==> src/rtl/src_addr_gen.sv <==
module src_addr_gen #(
  parameter int AW = 32,
  parameter int SW = 4
) (
  input  logic          clk,
  input  logic          rst_n,
  input  logic          addr_load,
  input  logic [AW-1:0] addr_in,
  input  logic          act_set,
  input  logic          flag_clr,
  input  logic [1:0]    upd_mode,
  input  logic          word_sz,
  input  logic          src_is_dev,
  input  logic          rpt_en,
  input  logic [SW-1:0] rpt_size,
  input  logic          rpt_irq_en,
  input  logic          irq_en,
  input  logic          blk_mode,
  input  logic          xfer_done,
  input  logic          blk_end,
  output logic [AW-1:0] addr,
  output logic          active,
  output logic          irq_flag,
  output logic          irq
);
  localparam logic [AW-1:0] ONE = {{(AW-1){1'b0}}, 1'b1};

  logic          pend;
  logic [AW-1:0] step, win_mask, raw, nxt;
  logic          upd, ovf, arm, stop;

  assign step     = word_sz ? (ONE << 1) : ONE;
  assign win_mask = (ONE << rpt_size) - ONE;
  assign upd      = xfer_done & active & ~src_is_dev & upd_mode[1] & ~addr_load;
  assign raw      = upd_mode[0] ? addr - step : addr + step;
  assign nxt      = rpt_en ? ((addr & ~win_mask) | (raw & win_mask)) : raw;
  assign ovf      = upd & rpt_en & ((raw & ~win_mask) != (addr & ~win_mask));
  assign arm      = rpt_en & rpt_irq_en;
  assign stop     = arm & ((ovf & ~blk_mode) |
                           (blk_mode & active & blk_end & (pend | ovf)));
  assign irq      = irq_flag & irq_en;

  always_ff @(posedge clk or negedge rst_n) begin
    if (!rst_n) begin
      addr     <= '0;
      active   <= 1'b0;
      irq_flag <= 1'b0;
      pend     <= 1'b0;
    end else begin
      if (addr_load)  addr <= addr_in;
      else if (upd)   addr <= nxt;

      if (stop)         active <= 1'b0;
      else if (act_set) active <= 1'b1;

      if (stop)          irq_flag <= 1'b1;
      else if (flag_clr) irq_flag <= 1'b0;

      if (stop)                           pend <= 1'b0;
      else if (ovf & arm & blk_mode)      pend <= 1'b1;
    end
  end
endmodule


==> config.mk <==
export PLATFORM = sky130hd
export DESIGN_NAME = src_addr_gen
export DESIGN_NICKNAME = d
export VERILOG_FILES = /design/src/rtl/src_addr_gen.sv
export SDC_FILE = /design/constraint.sdc
export NUM_CORES = 1
export LEC_CHECK = 0
export BUFFER_PORTS_ARGS = -buffer_cell sky130_fd_sc_hd__buf_2
export CAP_MARGIN = 40
export CORE_ASPECT_RATIO = 0.5
export CORE_MARGIN = 2
export CORE_UTILIZATION = 58
export CTS_CLUSTER_SIZE = 16
export DETAILED_ROUTE_END_ITERATION = 7
export HOLD_SLACK_MARGIN = 0.15
export PLACE_DENSITY = 0.91
export SLEW_MARGIN = 20
export SYNTH_ARGS = -nofsm -noshare
export SYNTH_HDL_FRONTEND = slang
export SYNTH_SLANG_ARGS = --single-unit
==> constraint.sdc <==
create_clock -name clk -period 4.1 [get_ports clk]
set_input_delay 0.205 -clock clk [delete_from_list [all_inputs] [get_ports clk]]
set_output_delay 0.205 -clock clk [all_outputs]
set_load 0.02 [all_outputs]
Word level (Yosys, flattened, before mapping)
Cells that the tools add are included.
- bits in registers: 35
- latch bits: 0
- RAM bits: 0
- memory bits (read-only): 0
- word-level logic and storage cells: 49
- memories kept: 0
- add/sub/neg operators: 3
- $mul: 0
- divide/modulo/power cells: 0
- magnitude comparators: 0
- equal/unequal tests: 1
- shift operators: 1
- multiplexer cells: 11
- bitwise logic cells: 25
- reduce and logical (&&, ||, !) cells: 4
- operator list (cell ; number):
    32-bit 2-to-1 mux ; 4
    32-bit AND ; 3
    32-bit by 2-bit adder with 32-bit output ; 1
    32-bit != test ; 1
    32-bit NOT ; 1
    32-bit bitwise OR ; 1
    1-bit by 4-bit left shift with 32-bit output, first input constant ; 1
    32-bit by 1-bit subtractor with 32-bit output, second input constant ; 1
    32-bit by 2-bit subtractor with 32-bit output ; 1
    1-bit AND ; 15
    2-bit nonzero test ; 4
    1-bit 2-to-1 mux ; 6
    1-bit NOT ; 3
    2-bit 2-to-1 mux ; 1
    1-bit bitwise OR ; 2

Depth between registers and ports, before layout
Gate-level depths: netlist of run 1.
- word-level depth: 11
- gate-level depth with buffers: 16

Worst setup path before layout of run 1
No wires, ideal clock.
- path type: register to register
- start point: register with a tool-made name
- end point: register irq_flag
- arrival: 3542 ps
- required time: 3965 ps
- path slack: 423 ps
- cell stages (with the launch flop): 16
- path buffers: 0
- path through: dfrtp_1 -> inv_1 -> ha_1 -> inv_1 -> fa_1 -> a211oi_1 -> o31ai_4 -> a21boi_1 -> o31ai_2 -> a211oi_1 -> xnor2_1 -> o2111ai_1 -> nor4_1 -> o2111ai_1 -> a31oi_1 -> o21ai_0
- RTL lines (what ; line ; text):
    end signal: assignment ; 47 ; irq_flag <= 1'b0;
    end signal: assignment ; 56 ; if (stop) irq_flag <= 1'b1;
    end signal: assignment ; 57 ; else if (flag_clr) irq_flag <= 1'b0;
    end: declaration ; 23 ; output logic irq_flag,

==> flow_metrics.env, run 1 <==
export IMPL_irDropWorstVdd_uv=300
export IMPL_dieArea_um2=8930
export IMPL_dr_total_vias=5437
export IMPL_syn_nets=724
export IMPL_crit_fanout=6
export IMPL_max_cap_violations=0
export IMPL_setup_violations_final=0
export IMPL_ys_warn_count=0
export IMPL_synth_top_area_share_pct=18.5
export IMPL_arrival_ns=4.11
export IMPL_reg2reg_slack_ns=0.22
export IMPL_htree_levels=2
export IMPL_ff_latch_area_um2=876
export IMPL_grt_use_met3_pct=6.52
export IMPL_cts_root_buffer="clkbuf_16"
export IMPL_p_leak_nw=2.50
export IMPL_grt_use_met2_pct=58.6
export IMPL_grt_usage_pct=34.9
export IMPL_synth_common_cells="a21oi_1, nand2_1, nor2_1, o21ai_0, xnor2_1"
export IMPL_slew_headroom_pct=45.8
export IMPL_clock_path_buffers=2
export IMPL_drc=0
export IMPL_dpl_hpwl_mm=12.1
export IMPL_synth_edf_count=0
export IMPL_nNetsFinal=822
export IMPL_synth_area_leader_cell="dfrtp_1"
export IMPL_gp_congestion=0.966
export IMPL_cts_sinks=35
export IMPL_synth_most_common_cell="a21oi_1"
export IMPL_skew_ns=0.00422
export IMPL_ys_seq_elements=35
export IMPL_drtIter0Drc=705
export IMPL_synthesis_area_um2=4730
export IMPL_status="finished clean"
export IMPL_grt_pass1_vias=4819
export IMPL_holdPathStages=2
export IMPL_yosys_cell_types_count=70
export IMPL_r2r_end="pend$_DFFE_PN0P_"
export IMPL_core_um2=7940
export IMPL_drtPass1Iterations=5
export IMPL_drive_gt1_share_pct=20.7
export IMPL_grt_max_degree=49
export IMPL_r2r_cells=15
export IMPL_numCtsBuffers=5
export IMPL_overflow=0
export IMPL_die_w_um=132
export IMPL_antennaDiodeCount=0
export IMPL_ys_flop_type="dfrtp_1"
export IMPL_final_max_slew_viol_count=0
export IMPL_antenna_found_initial=0
export IMPL_rsz0062_at_grt="false"
export IMPL_drt_total_wl_mm=16.0
export IMPL_worstHoldStart="addr_in[10]"
export IMPL_period_share_pct=94.6
export IMPL_multi_input_area_um2=3720
export IMPL_clkTransAtPathRegs_ns=0.06
export IMPL_powerDensity_nw_per_um2=473
export IMPL_async_flop_share_pct=100
export IMPL_hold_viol_final=0
export IMPL_tightestPinTransition_ns=0.809
export IMPL_vias_per_cell=6.40
export IMPL_nFillCells=684
export IMPL_grt_busiest_layer="met2"
export IMPL_ys_top_cells_by_area="dfrtp_1, ha_1, a21oi_1, xnor2_1, nand2_1"
export IMPL_portBuffers=85
export IMPL_hold_path_class="input pin to flop"
export IMPL_rows=23
export IMPL_initial_core_util_pct=59.5
export IMPL_crit_type="flop to flop"
export IMPL_avgRoutedWirePerCell_um=18.9
export IMPL_clk_latency_ns=0.29
export IMPL_ant_nets=0
export IMPL_required_ns=4.33
export IMPL_setup_worst_path_start_class="flop"
export IMPL_end_kind="flop"
export IMPL_synth_seq_area_share_pct=18.5
export IMPL_syn_area_per_cell_um2=7.40
export IMPL_grt_use_met1_pct=46.4
export IMPL_pin_count=86
export IMPL_grt_pass1_wl_mm=24.4
export IMPL_fmax_mhz=258
export IMPL_syn_inst=639
export IMPL_min_period_ns=3.88
export IMPL_fin_tns_setup_ns=0
export IMPL_cts_setup_buffers=0
export IMPL_die_h_um=67.8
export IMPL_synthToLayoutAreaGrowth_pct=21.0
export IMPL_utilization_pct=72.0
export IMPL_cts_tree="yes"
==> timing repair <==
item,CTS,global route
gates resized for setup,0,15
setup endpoints to repair,0,3
hold buffers,10,0
hold endpoints to repair,25,0
==> routing by layer <==
| metal | up-vias | part of all wire (%) |
|---|---|---|
| li1 | 2547 | - |
| met1 | 2533 | 43 |
| met2 | 315 | 45 |
| met3 | 42 | 9.4 |
| met4 | 0 | 2.2 |
| met5 | - | 0 |
==> cells in the final DEF, fill, tap and decap left out, drive strengths merged, types with 10 or more instances in the layout <==
master | Yosys | routed
nand4 | 13 | 13
xor2 | 19 | 19
dlygate4sd3 | 0 | 10
nand2 | 79 | 79
buf | 13 | 116
inv | 12 | 12
ha | 33 | 33
o21ai | 56 | 56
nand3 | 12 | 12
nor3 | 16 | 16
a21oi | 83 | 83
nor2 | 56 | 56
xnor2 | 36 | 36
mux2i | 18 | 18
dfrtp | 35 | 35
==> per-stage QoR <==
stage	power, mW	std cells	hold slack [ns]	worst slack, ns	area (µm²)
4_1_cts	2.62	849	0.155	0.0758	5640
3_5_place_dp	2.21	831	0.190	0.0826	5400
6_report	2.71	850	0.155	0.222	5720
5_1_grt	2.87	850	0.159	0.0405	5720
3_3_place_gp	2.17	830	0.359	0.154	5380
2_1_floorplan	1.71	639	-0.0906	0.423	4730
==> how the worst max path moves through the flow <==
stage                startpoint                   end  cells after the start
finish                     flop      pend$_DFFE_PN0P_                     15
global route               flop      pend$_DFFE_PN0P_                     18
CTS                        flop  irq_flag$_DFFE_PN0P_                     17
detailed placement  upd_mode[0]  irq_flag$_DFFE_PN0P_                     16
global placement           flop  irq_flag$_DFFE_PN0P_                     17
floorplan                  flop  irq_flag$_DFFE_PN0P_                     15
==> area by class of cell <==
cell class                      instances  area share [%]
Multi-Input combinational cell        556            65.1
Sequential cell                        35            15.3
Timing Repair Buffer                  127            14.0
Tap cell                              112            2.45
Clock buffer                            5            2.19
Inverter                               12           0.787
Clock inverter                          3           0.262
==> power breakdown <==
part,switching (mW),total (mW),internal (mW)
Sequential,0.0967,0.508,0.412
Clock,0.175,0.397,0.223
Combinational,1.05,1.80,0.746
Total,1.33,2.71,1.38
==> critical path: stages, from the launching register on <==
cell	delay, ns
dfrtp_1	0.40
inv_1	0.08
ha_1	0.17
inv_1	0.06
fa_2	0.37
a211oi_1	0.32
buf_4	0.19
o31ai_4	0.13
o311ai_0	0.57
nor3b_1	0.21
a2111oi_4	0.25
o311ai_1	0.16
nor4_1	0.31
o2111ai_1	0.21
a31oi_2	0.23
nor2b_2	0.17
==> logic make-up after synthesis <==
logic type | synth area share, %
AO/OA/AOI/OAI | 28.1
XOR/XNOR | 11.6
adder cells (fa/ha/maj) | 9.16
AND/OR/NAND/NOR | 22.9
buffers and inverters | 4.24
flip-flops | 18.5
multiplexers | 5.48
Power figures use the tool's default switching activity.
==> run 2: changes to the inputs <==
--- a/config.mk
+++ b/config.mk
@@ -8,7 +8,6 @@
 export BUFFER_PORTS_ARGS = -buffer_cell sky130_fd_sc_hd__buf_2
 export CAP_MARGIN = 40
 export CORE_ASPECT_RATIO = 0.5
-export CORE_MARGIN = 2
 export CORE_UTILIZATION = 58
 export CTS_CLUSTER_SIZE = 16
 export DETAILED_ROUTE_END_ITERATION = 7
==> run 2 against run 1 <==
  * Hold slack about the same
  * Utilization increased by 4.0 points
  * Register-to-register slack got worse by 0.05 ns
  * Global-route usage increased by 3.7 points
  * Worst setup slack got worse by 0.052 ns
  * Die area decreased by 4.4%
  * Largest power group unchanged
==> flow_metrics.env, run 2 (synthesis gave the netlist of run 1 again) <==
export IMPL_layout_commonest_cell="buf_2"
export IMPL_drt_total_wl_mm=16.0
export IMPL_vias_per_cell=6.39
export IMPL_htree_levels=2
export IMPL_final_cell_mix="buf_2, a21oi_1, nand2_1, nor2_1, o21ai_0"
export IMPL_cp_slowest_cell="dfrtp_1"
export IMPL_nFillCells=575
export IMPL_p_leak_nw=2.56
export IMPL_setup_worst_path_start_class="flop"
export IMPL_grt_pass1_wl_mm=25.2
export IMPL_max_cap_violations=0
export IMPL_die_w_um=130
export IMPL_nNetsFinal=835
export IMPL_fin_hold_ws_ns=0.155
export IMPL_cts_sinks=35
export IMPL_portBuffers=85
export IMPL_overflow=0
export IMPL_max_stage_delay_ns=0.40
export IMPL_required_ns=4.26
export IMPL_dpl_hpwl_mm=12.0
export IMPL_drive_gt1_share_pct=22.0
export IMPL_post_place_ws_ns=-0.00956
export IMPL_period_share_pct=95.8
export IMPL_setup_slack_ns=0.170
export IMPL_fmax_mhz=254
export IMPL_numCtsBuffers=5
export IMPL_core_um2=7600
export IMPL_grt_max_degree=49
export IMPL_arrival_ns=4.09
export IMPL_skew_ns=0.00607
export IMPL_fin_tns_setup_ns=0
export IMPL_ant_nets=0
export IMPL_drc=0
export IMPL_synthToLayoutAreaGrowth_pct=22.2
export IMPL_die_h_um=65.8
export IMPL_crit_buf_inv=4
export IMPL_path_delay_family="compound AO/OA/AOI/OAI gates"
export IMPL_irDropWorstVdd_uv=349
export IMPL_dpl_cell_count=841
export IMPL_drtPass1Iterations=6
export IMPL_ff_latch_area_um2=876
export IMPL_clock_path_buffers=2
export IMPL_slew_headroom_pct=50.7
export IMPL_grt_usage_pct=38.6
export IMPL_drtIter0Drc=578
export IMPL_gp_congestion=0.991
export IMPL_dr_total_vias=5491
export IMPL_fin_cells=859
export IMPL_clkTransAtPathRegs_ns=0.06
export IMPL_powerDensity_nw_per_um2=476
export IMPL_dpl_cell_area_um2=5480
export IMPL_dieArea_um2=8540
export IMPL_final_area_um2=5780
export IMPL_hold_viol_final=0
export IMPL_clk_latency_ns=0.29
export IMPL_tightestPinTransition_ns=0.738
export IMPL_final_max_slew_viol_count=0
export IMPL_multi_input_area_um2=3690
export IMPL_pin_count=86
export IMPL_cts_tree="yes"
export IMPL_grt_pass1_vias=5075
export IMPL_antennaDiodeCount=0
export IMPL_cts_setup_buffers=0
export IMPL_utilization_pct=76.0
export IMPL_setup_violations_final=0
export IMPL_antenna_found_initial=0
export IMPL_cts_root_buffer="clkbuf_16"
export IMPL_min_period_ns=3.93
export IMPL_finalPower_mw=2.75
export IMPL_crit_fanout=4
export IMPL_avgRoutedWirePerCell_um=18.7
export IMPL_crit_type="flop to flop"
export IMPL_initial_core_util_pct=62.2
export IMPL_status="finished clean"
export IMPL_cp_cell_sequence="inv_1 -> ha_1 -> inv_1 -> fa_2 -> a211oi_2 -> buf_4 -> o31ai_4 -> a211oi_1 -> a21oi_1 -> a31oi_2 -> mux2i_2 -> xnor2_1 -> nor4_1 -> buf_4 -> o2111ai_1 -> a31oi_2 -> o21ai_0"
export IMPL_rows=22
export IMPL_end_kind="flop"
export IMPL_hold_path_class="input pin to flop"
[run 2: changes by cell type in the layout (fill, tap and decap cells not counted), sizes merged]
cell and delta:
buf +15, clkinv -3, clkbuf +3, dlygate4sd3 -2
[run 2: metal layers]
metal | vias to the layer above | part of all wire [%] | track usage (%)
li1 | 2568 | - | -
met1 | 2548 | 42 | 50.4
met2 | 325 | 46 | 64.3
met3 | 50 | 9.6 | 7.69
met4 | 0 | 2.5 | 12.5
met5 | - | 0 | 0
[run 2: power by group]
part	internal, mW	switching [mW]	leakage (nW)
clock	0.259	0.163	0.0772
sequential	0.412	0.0949	0.419
combinational	0.770	1.05	2.06
[run 2: worst min-delay path, delay by kind of cell]
family	cells	cell delay [ns]
and+or+nand+nor	1	0.04
buffers and inverters	1	0.07
AOI/OAI and AO/OA	1	0.09
[run 2: layout make-up]
type                       instances  area share, %
multi-input combinational        556           63.9
sequential                        35           15.2
timing repair buffer             140           15.1
clock buffer                       8           2.71
tap                              108           2.34
inverter                          12          0.780
[run 2: what timing repair did]
action,in CTS,in global routing
hold buffers,7,1
pin swaps,0,6
endpoints found under the setup margin,2,3
hold endpoints to repair,41,1
cloned,0,0
gates resized for setup,1,9
[run 2: final timing paths]
check | startpoint | end | slack, ns | cells past startpoint
max in group asynchronous | rst_n | async pin | 3.35 | 3
hold / removal | addr_in[27] | flop | 0.15 | 3
min in group asynchronous | rst_n | async pin | 0.31 | 2
hold reg to reg | pend$_DFFE_PN0P_ | pend$_DFFE_PN0P_ | 0.55 | 2
setup reg to reg | flop | irq_flag$_DFFE_PN0P_ | 0.17 | 17
setup / recovery | flop | irq_flag$_DFFE_PN0P_ | 0.17 | 17
